## config.mk

```make
export PLATFORM = sky130hd
export DESIGN_NAME = wp_bank
export DESIGN_NICKNAME = d
export VERILOG_FILES = /design/src/rtl/wpbank_pkg.sv /design/src/rtl/wp_regs.sv /design/src/rtl/wp_cmp.sv /design/src/rtl/wp_pick.sv /design/src/rtl/wp_bank.sv
export SDC_FILE = /design/constraint.sdc
export NUM_CORES = 1
export LEC_CHECK = 0
export ABC_AREA = 1
export BUFFER_PORTS_ARGS = -buffer_cell sky130_fd_sc_hd__buf_2
export CAP_MARGIN = 0
export CORE_ASPECT_RATIO = 1.25
export CORE_MARGIN = 2
export CORE_UTILIZATION = 30
export CTS_BUF_LIST = sky130_fd_sc_hd__clkbuf_2
export DETAILED_ROUTE_END_ITERATION = 16
export PLACE_DENSITY = 0.45
export SLEW_MARGIN = 0
export SYNTH_ARGS = -nofsm -noshare
export SYNTH_HDL_FRONTEND = slang
export SYNTH_HIERARCHICAL = 1
export SYNTH_SLANG_ARGS = --single-unit
```

## constraint.sdc

```tcl
create_clock -name clk -period 1.84 [get_ports clk]
set_input_delay 0.368 -clock clk [delete_from_list [all_inputs] [get_ports clk]]
set_output_delay 0.368 -clock clk [all_outputs]
set_load 0.02 [all_outputs]
```

## src/rtl/wpbank_pkg.sv

```systemverilog
package wpbank_pkg;

    localparam int CTRL_W = 13;

    // Control word layout, LSB first: arm, kind[1:0], mask[4:0], link_on, link_sel[3:0]
    typedef struct packed {
        logic [3:0] link_sel;
        logic       link_on;
        logic [4:0] mask_bits;
        logic [1:0] kind;
        logic       arm;
    } wp_ctrl_t;

    // Reserved mask codes 1 and 2 act as a full compare.
    function automatic logic [4:0] eff_mask(input logic [4:0] m);
        return (m == 5'd1 || m == 5'd2) ? 5'd0 : m;
    endfunction

    function automatic logic kind_allows(input logic [1:0] kind, input logic is_wr);
        return is_wr ? kind[1] : kind[0];
    endfunction

endpackage

```

## src/rtl/wp_regs.sv

```systemverilog
module wp_regs
    import wpbank_pkg::*;
#(
    parameter int NUM_WP = 4,
    parameter int ADDR_W = 32
) (
    input  logic              clk,
    input  logic              rst_n,
    input  logic              cfg_we,
    input  logic              cfg_sel,
    input  logic [3:0]        cfg_idx,
    input  logic [31:0]       cfg_wdata,
    output logic [ADDR_W-1:0] val_q  [NUM_WP],
    output wp_ctrl_t          ctrl_q [NUM_WP]
);

    for (genvar u = 0; u < NUM_WP; u++) begin : g_unit
        logic sel_me;
        assign sel_me = cfg_we && (cfg_idx == 4'(u));

        always_ff @(posedge clk) begin
            if (!rst_n) begin
                val_q[u]  <= '0;
                ctrl_q[u] <= '0;
            end else if (sel_me) begin
                if (cfg_sel) ctrl_q[u] <= wp_ctrl_t'(cfg_wdata[CTRL_W-1:0]);
                else         val_q[u]  <= cfg_wdata[ADDR_W-1:0];
            end
        end
    end

endmodule

```

## src/rtl/wp_cmp.sv

```systemverilog
module wp_cmp
    import wpbank_pkg::*;
#(
    parameter int ADDR_W = 32,
    parameter int CTX_W  = 4
) (
    input  logic [ADDR_W-1:0] val,
    input  wp_ctrl_t          ctrl,
    input  logic              acc_valid,
    input  logic [ADDR_W-1:0] acc_addr,
    input  logic              acc_write,
    input  logic              acc_ifetch,
    input  logic [CTX_W-1:0]  ctx_match,
    output logic              match
);

    logic [ADDR_W-1:0] care;
    logic              addr_ok;
    logic              ctx_ok;

    always_comb begin
        care    = {ADDR_W{1'b1}} << eff_mask(ctrl.mask_bits);
        addr_ok = ((acc_addr ^ val) & care) == '0;
    end

    always_comb begin
        ctx_ok = 1'b0;
        for (int k = 0; k < CTX_W; k++) begin
            if (ctrl.link_sel == 4'(k)) ctx_ok = ctx_match[k];
        end
    end

    always_comb begin
        match = acc_valid && !acc_ifetch && ctrl.arm
             && kind_allows(ctrl.kind, acc_write)
             && addr_ok
             && (!ctrl.link_on || ctx_ok);
    end

endmodule

```

## src/rtl/wp_pick.sv

```systemverilog
module wp_pick #(
    parameter int NUM_WP = 4,
    parameter int IDX_W  = 2
) (
    input  logic [NUM_WP-1:0] req,
    output logic              any,
    output logic [IDX_W-1:0]  idx
);

    always_comb begin
        any = |req;
        idx = '0;
        for (int i = NUM_WP - 1; i >= 0; i--) begin
            if (req[i]) idx = IDX_W'(i);
        end
    end

endmodule

```

## src/rtl/wp_bank.sv

```systemverilog
module wp_bank
    import wpbank_pkg::*;
#(
    parameter int NUM_WP = 4,
    parameter int ADDR_W = 32,
    parameter int CTX_W  = 4,
    localparam int IDX_W = (NUM_WP > 1) ? $clog2(NUM_WP) : 1
) (
    input  logic              clk,
    input  logic              rst_n,
    input  logic              cfg_we,
    input  logic              cfg_sel,
    input  logic [3:0]        cfg_idx,
    input  logic [31:0]       cfg_wdata,
    input  logic              acc_valid,
    input  logic [ADDR_W-1:0] acc_addr,
    input  logic              acc_write,
    input  logic              acc_ifetch,
    input  logic [CTX_W-1:0]  ctx_match,
    output logic              hit,
    output logic [IDX_W-1:0]  hit_idx,
    output logic [ADDR_W-1:0] fault_addr,
    output logic [3:0]        id_units
);

    typedef enum logic {ST_WATCH, ST_REPORT} st_t;

    logic [ADDR_W-1:0] val_q  [NUM_WP];
    wp_ctrl_t          ctrl_q [NUM_WP];
    logic [NUM_WP-1:0] unit_match;
    logic              any_match;
    logic [IDX_W-1:0]  win_idx;
    st_t               state, state_nx;

    wp_regs #(.NUM_WP(NUM_WP), .ADDR_W(ADDR_W)) u_regs (
        .clk(clk), .rst_n(rst_n), .cfg_we(cfg_we), .cfg_sel(cfg_sel),
        .cfg_idx(cfg_idx), .cfg_wdata(cfg_wdata), .val_q(val_q), .ctrl_q(ctrl_q)
    );

    for (genvar u = 0; u < NUM_WP; u++) begin : g_cmp
        wp_cmp #(.ADDR_W(ADDR_W), .CTX_W(CTX_W)) u_cmp (
            .val(val_q[u]), .ctrl(ctrl_q[u]), .acc_valid(acc_valid),
            .acc_addr(acc_addr), .acc_write(acc_write), .acc_ifetch(acc_ifetch),
            .ctx_match(ctx_match), .match(unit_match[u])
        );
    end

    wp_pick #(.NUM_WP(NUM_WP), .IDX_W(IDX_W)) u_pick (
        .req(unit_match), .any(any_match), .idx(win_idx)
    );

    // Next-state logic
    always_comb begin
        state_nx = state;
        unique case (state)
            ST_WATCH:  state_nx = any_match ? ST_REPORT : ST_WATCH;   // T_FIRE / T_IDLE
            ST_REPORT: state_nx = any_match ? ST_REPORT : ST_WATCH;   // T_REFIRE / T_CLEAR
            default:   state_nx = ST_WATCH;
        endcase
    end

    // State register
    always_ff @(posedge clk) begin
        if (!rst_n) state <= ST_WATCH;
        else        state <= state_nx;
    end

    // Output captures
    always_ff @(posedge clk) begin
        if (!rst_n) begin
            hit_idx    <= '0;
            fault_addr <= '0;
        end else if (any_match) begin
            hit_idx    <= win_idx;
            fault_addr <= acc_addr;
        end
    end

    assign hit      = (state == ST_REPORT);
    assign id_units = 4'(NUM_WP - 1);

endmodule

```

# Yosys cells after proc, flatten, opt, wreduce, memory -nomap -nowiden
# Cells that the tools add are included.
[totals]
reg_bits = 215
[op_classes]
n_mux = 29
eq_ne = 23
n_bitwise = 9
reduce_logical = 52
shift = 4
[op_table]
columns = ["cell", "count"]
rows = [
  ["32-bit AND", 4],
  ["32-bit zero test", 4],
  ["32-bit by 5-bit << shifter with 32-bit output (first input constant)", 4],
  ["32-bit bitwise XOR", 4],
  ["4-bit by 2-bit equality test with 1-bit output (second input constant)", 10],
  ["1-bit logical AND", 21],
  ["1-bit two-way mux", 21],
  ["4-bit by 1-bit equality test with 1-bit output (second input constant)", 5],
  ["5-bit by 1-bit equality test with 1-bit output (second input constant)", 4],
  ["5-bit by 2-bit equality test with 1-bit output (second input constant)", 4],
  ["4-bit zero test", 5],
  ["5-bit two-way mux", 4],
  ["2-bit AND reduction", 8],
  ["1-bit logical OR", 8],
  ["2-bit two-way mux", 4],
  ["1-bit zero test", 5],
  ["4-bit OR reduction", 1],
  ["1-bit NOT", 1],
]

# Logic depth before layout (Yosys ltp)
[depth]
word_depth = 12
ltp_mapped = 18
depth_no_buf = 17

# By module
# The synthesis kept the hierarchy.
[modules_own_cells]
columns = ["module", "seq_area_each_um2", "area_each_um2", "n_inst", "cells_each"]
rows = [
  ["wp_regs", 3603.5, 7581.0, 1, 1162],
  ["wp_cmp", 0.0, 840.8, 4, 171],
  ["wp_bank", 700.7, 1462.7, 1, 225],
  ["wp_pick", 0.0, 46.3, 1, 9],
]

# Worst setup path before layout
# OpenSTA, ideal clock, no wires.
[synth_timing]
path_kind = "register -> register"
startpoint = "register, netlist name u_regs/ctrl_q[6]"
endpoint = "register fault_addr[23]"
arrival_ns = 1.759
path_stages_with_launch = 17
slack_ns = -0.032
n_path_buf = 4
setup_ns = 0.113
path_cell_list = "dfxtp_1 -> buf_4 -> inv_2 -> o21ai_0 -> o21ai_0 -> nor2_1 -> nand2_1 -> nor2_1 -> a21oi_1 -> nor2_1 -> inv_1 -> nand4_1 -> buf_6 -> buf_6 -> buf_6 -> nor2_1 -> nor2_1"
[synth_via]
elab_chain_cells = 9
elab_cells_between_ends = 10
cone_classes = "eq/ne: 2; shift: 1; mux: 1; bitwise: 1; reduce/logical: 5"
[synth_lines]
columns = ["element", "line_no", "source"]
rows = [
  ["5-bit by 1-bit equality test with 1-bit output / 5-bit by 2-bit equality test with 1-bit output (equally long branches)", "wpbank_pkg.sv:16", "return (m == 5'd1 || m == 5'd2) ? 5'd0 : m;"],
  ["1-bit logical OR", "wpbank_pkg.sv:16", ""],
  ["5-bit two-way mux (*)", "wpbank_pkg.sv:16", ""],
  ["32-bit by 5-bit << shifter with 32-bit output (*)", "wp_cmp.sv:22", "care = {ADDR_W{1'b1}} << eff_mask(ctrl.mask_bits);"],
  ["32-bit AND (*)", "wp_cmp.sv:23", "addr_ok = ((acc_addr ^ val) & care) == '0;"],
  ["32-bit zero test (*)", "wp_cmp.sv:23", ""],
  ["1-bit logical AND (*)", "wp_cmp.sv:36", "&& addr_ok"],
  ["1-bit logical AND (*)", "wp_cmp.sv:37", "&& (!ctrl.link_on || ctx_ok);"],
  ["via unit_match[3]", "wp_bank.sv:30", "logic [NUM_WP-1:0] unit_match;"],
  ["4-bit OR reduction (*)", "wp_pick.sv:11", "any = |req;"],
  ["via any_match", "wp_bank.sv:31", "logic any_match;"],
  ["end signal, assigned", "wp_bank.sv:75", "fault_addr <= acc_addr;"],
  ["end, declared", "wp_bank.sv:22", "output logic [ADDR_W-1:0] fault_addr,"],
]
# Mark *: on every way through the listed nets, which the timed path passes. The rest lies on a longest branch.
# A chain may end at the register's enable or synchronous reset.

# Final worst setup path
[layout_timing]
startpoint = "register, netlist name u_regs/ctrl_q[42]"
endpoint = "register fault_addr[19]"
[layout_via]
elab_chain_cells = 9
elab_cells_between_ends = 10
cone_classes = "eq/ne: 2; shift: 1; mux: 1; bitwise: 1; reduce/logical: 5"
[layout_lines]
columns = ["element", "line_no"]
rows = [
  ["5-bit by 1-bit equality test with 1-bit output / 5-bit by 2-bit equality test with 1-bit output (equally long branches)", "wpbank_pkg.sv:16"],
  ["1-bit logical OR", "wpbank_pkg.sv:16"],
  ["5-bit two-way mux (*)", "wpbank_pkg.sv:16"],
  ["32-bit by 5-bit << shifter with 32-bit output (*)", "wp_cmp.sv:22"],
  ["32-bit AND (*)", "wp_cmp.sv:23"],
  ["32-bit zero test (*)", "wp_cmp.sv:23"],
  ["1-bit logical AND (*)", "wp_cmp.sv:36"],
  ["1-bit logical AND (*)", "wp_cmp.sv:37"],
  ["via unit_match[0]", "wp_bank.sv:30"],
  ["4-bit OR reduction (*)", "wp_pick.sv:11"],
  ["via any_match", "wp_bank.sv:31"],
]
# Marks and branches as above.

==> results by group <==
Cells and area
  – Share of layout cells above drive strength 1: 0.211
  – Most common cell after layout, fill and taps aside: nand2_1
  – Nets: between 2000 and 2500
  – Most frequent cells in the layout: nand2_1 (632), nor2_1 (480), inv_1 (321)
  – Area growth syn-to-layout: 35.5%

Critical path
  – Worst path arrival time: 3.20 ns
  – CP max stage cell: dfxtp_2
  – CP Capture Type: register
  – CP cell instances: buf_12, nand2_8, buf_6, nand3_4, nor2_4, a21oi_2, nand2_2, nor2_2, nand4_1, nor2_1, inv_1, nand4_1, buf_6, buf_12, clkbuf_16, nor2_1, nor2_1
  – CP most frequent cell: nor2_1
  – Family with the most delay on the worst path: simple AND/OR/NAND/NOR gates
  – Slowest Stage Delay on Critical Path: 0.35 ns
  – Worst EP required: between 2 and 3 ns
  – CP startpoint kind: register
  – WS Path Type: register to register
  – Worst-path fanout max: 6
  – Buf+Inv Stages, Crit Path: 6

Power
  – Sw power: 0.00295 W
  – P_int: 0.00665 W
  – Lkg Pwr: 9.10 nW
  – Pwr dens: 569 nW/um^2
  – Sw Share: 0.307
  – Clk network pwr share: 0.378
  – Maximum vdd drop: 0.466 mV
  – Combinational group share of total power: 0.129
  – Sequential share of power: 0.493

Timing
  – Relative slew margins: 0.300
  – Max Clk Rate: between 400 and 500 MHz
  – Worst slew pin tran: 1.05 ns
  – Final worst setup slack: -0.424 ns
  – Fin crit period: approximately 2.3 ns
  – Setup Skew: 0.0810 ns
  – Slew Viols, Final: 0
  – RSZ-0062 raised after global routing: yes
  – Tcrit/Tclk final: 1.23
  – Final hold viol count: 0
  – Setup total negative slack: -14.05 ns
  – Setup Viol. Count Final: 50

Route
  – Initial drt markers: 566
  – Antenna-violating nets left: 0
  – DRT Pass-1 Iters: 5
  – Vias: 12900
  – Drt drc: 0
  – Average wire per standard cell: approximately 15 um
  – Total Routed Length: 46.4 mm
  – Vias/cell: 4.29

Global routing
  – Grt ovf: 0
  – Initial antenna violation count: 1
  – Total track usage: 0.215
  – Largest net degree at the start of global routing: 65
  – Vias in the first global route: 12300
  – Global-route wire length before repair: 70.1 mm

Placed design
  – Pre-CTS setup slack: -0.690 ns
  – DP HPWL: between 30 and 40 mm
  – Port Buffer Count: around 110
  – Gpl congestion: 0.919

Clock tree
  – Skew-Pair Late Insertion Delay: 1.00 ns
  – CTS tree: yes
  – CTS max path bufs: 3
  – H-tree depth: 2
  – Clock sinks: between 200 and 250
  – Clk root buf: clkbuf_2
  – Worst-path clk slew: between 0.1 and 0.15 ns
  – TritonCTS buffer count: 60

Logic synthesis
  – Share of the yosys chip area belonging to registers: 0.346
  – Post-Syn Area: 12500 um^2
  – Post-synthesis register bit count: 215
  – Yosys warning count: 6
  – Unique masters post-synth: 31
  – Post-synthesis instance total: 2080
  – Synth Area per Inst: between 5 and 6 um^2

Floorplanning
  – IO Count: about 120
  – Core ar.: 41000 um^2
  – Initial Utilization: 0.304
  – Chip height: 232 um
  – Die width: around 190 um
  – Row count: 83
  – Die Area: around 43000 um^2

Outcome
  – Failing checks: negative setup slack
  – Status: complete, but fails checks

Hold path
  – Hold WC Path Type: primary input to register

Flow run
  – Max-cap violations: 0
-- worst register-to-register path, stage by stage, from the launching register on --
cell and delay [ns]:
dfxtp_2 0.35, buf_12 0.13, nand2_8 0.06, buf_6 0.12, nand3_4 0.06, nor2_4 0.05, a21oi_2 0.13, nand2_2 0.09
nor2_2 0.09, nand4_1 0.18, nor2_1 0.18, inv_1 0.08, nand4_1 0.10, buf_6 0.16, buf_12 0.15, clkbuf_16 0.15
nor2_1 0.04, nor2_1 0.09
-- kinds of logic after synthesis --
logic type,share of synthesized area
buf+inv,0.154
flops,0.346
xor+xnor,0.0591
compound gates,0.0424
other cells,0.000603
simple gates,0.398
-- Yosys cell counts, drive strengths merged --
master | n | area [um^2]
nor3 | 4 | 20.0
clkbuf | 15 | 76.3
or2 | 4 | 25.0
inv | 335 | 1260
buf | 84 | 582
nand3 | 56 | 280
conb | 2 | 7.51
o21ai | 60 | 300
a21oi | 30 | 173
dfxtp | 215 | 4300
xnor2 | 36 | 315
nand4 | 17 | 191
xor2 | 48 | 420
nor2 | 510 | 1940
nand2 | 652 | 2480
nand3b | 4 | 30.0
a31oi | 4 | 25.0
o211ai | 4 | 30.0
-- final cells by class --
cell class	count	area (um^2)
Tap cell	552	691
Multi-Input combinational cell	1433	6590
Clock inverter	15	85.1
Antenna cell	1	2.50
Fill cell	4405	24100
Sequential cell	215	4380
Inverter	335	1270
Clock buffer	92	460
Timing Repair Buffer	359	3400
-- timing repair --
item,CTS,global route
pin swaps,29,38
hold buffers,89,2
setup buffers,14,14
gates cloned,5,3
resized for setup,168,73
endpoints found under the hold margin,215,1
setup endpoints to repair,70,124
-- state kept, by name, summed over array words and instances, names as in the netlist --
register,cells
fault_addr,32
hit,1
hit_idx,2
u_regs/ctrl_q,52
u_regs/val_q,128
-- power by group through the flow --
| stage | Combinational [W] | Sequential (W) | Clock (W) |
|---|---|---|---|
| after CTS | 0.00123 | 0.00474 | 0.00386 |
| after floorplan | 0.000579 | 0.00484 | 0 |
| after detailed placement | 0.00109 | 0.00485 | 0 |
| after global routing | 0.00137 | 0.00474 | 0.00408 |
| after global placement | 0.00109 | 0.00485 | 0 |
| final | 0.00124 | 0.00473 | 0.00363 |
-- final timing paths --
path / endpoint / slack, ns / startpoint / depth (start not counted)
setup / recovery: fault_addr[19]$_SDFFE_PN0P_ / -0.42 / u_regs/ctrl_q[42]$_SDFFE_PN0P_ / 17
hold / removal: u_regs/ctrl_q[5]$_SDFFE_PN0P_ / 0.15 / cfg_we / 7
setup reg to reg: fault_addr[19]$_SDFFE_PN0P_ / -0.42 / u_regs/ctrl_q[42]$_SDFFE_PN0P_ / 17
hold reg to reg: fault_addr[15]$_SDFFE_PN0P_ / 0.47 / fault_addr[15]$_SDFFE_PN0P_ / 2
-- through the flow --
stage | area [um^2] | cells | hold slack [ns] | utilization | power (W)
after floorplan | 12500 | 2082 | 0.489 | - | 0.00542
after global placement | 14300 | 2770 | 0.457 | 0.349 | 0.00593
after detailed placement | 14300 | 2770 | 0.463 | 0.349 | 0.00594
after CTS | 16400 | 2985 | 0.00759 | 0.401 | 0.00983
after global routing | 16900 | 3002 | 0.0935 | 0.411 | 0.0102
final | 16900 | 3002 | 0.155 | 0.411 | 0.00960
-- per-layer routing --
metal / routed length (um) / vias up / global-route usage
met5: 0 / - / 0
met4: 1460 / 0 / 0.0787
met3: 1740 / 78 / 0.0378
met2: 23200 / 256 / 0.382
met1: 20000 / 5794 / 0.256
li1: - / 6760 / -
Note: power is estimated with default switching activity, not from simulation.
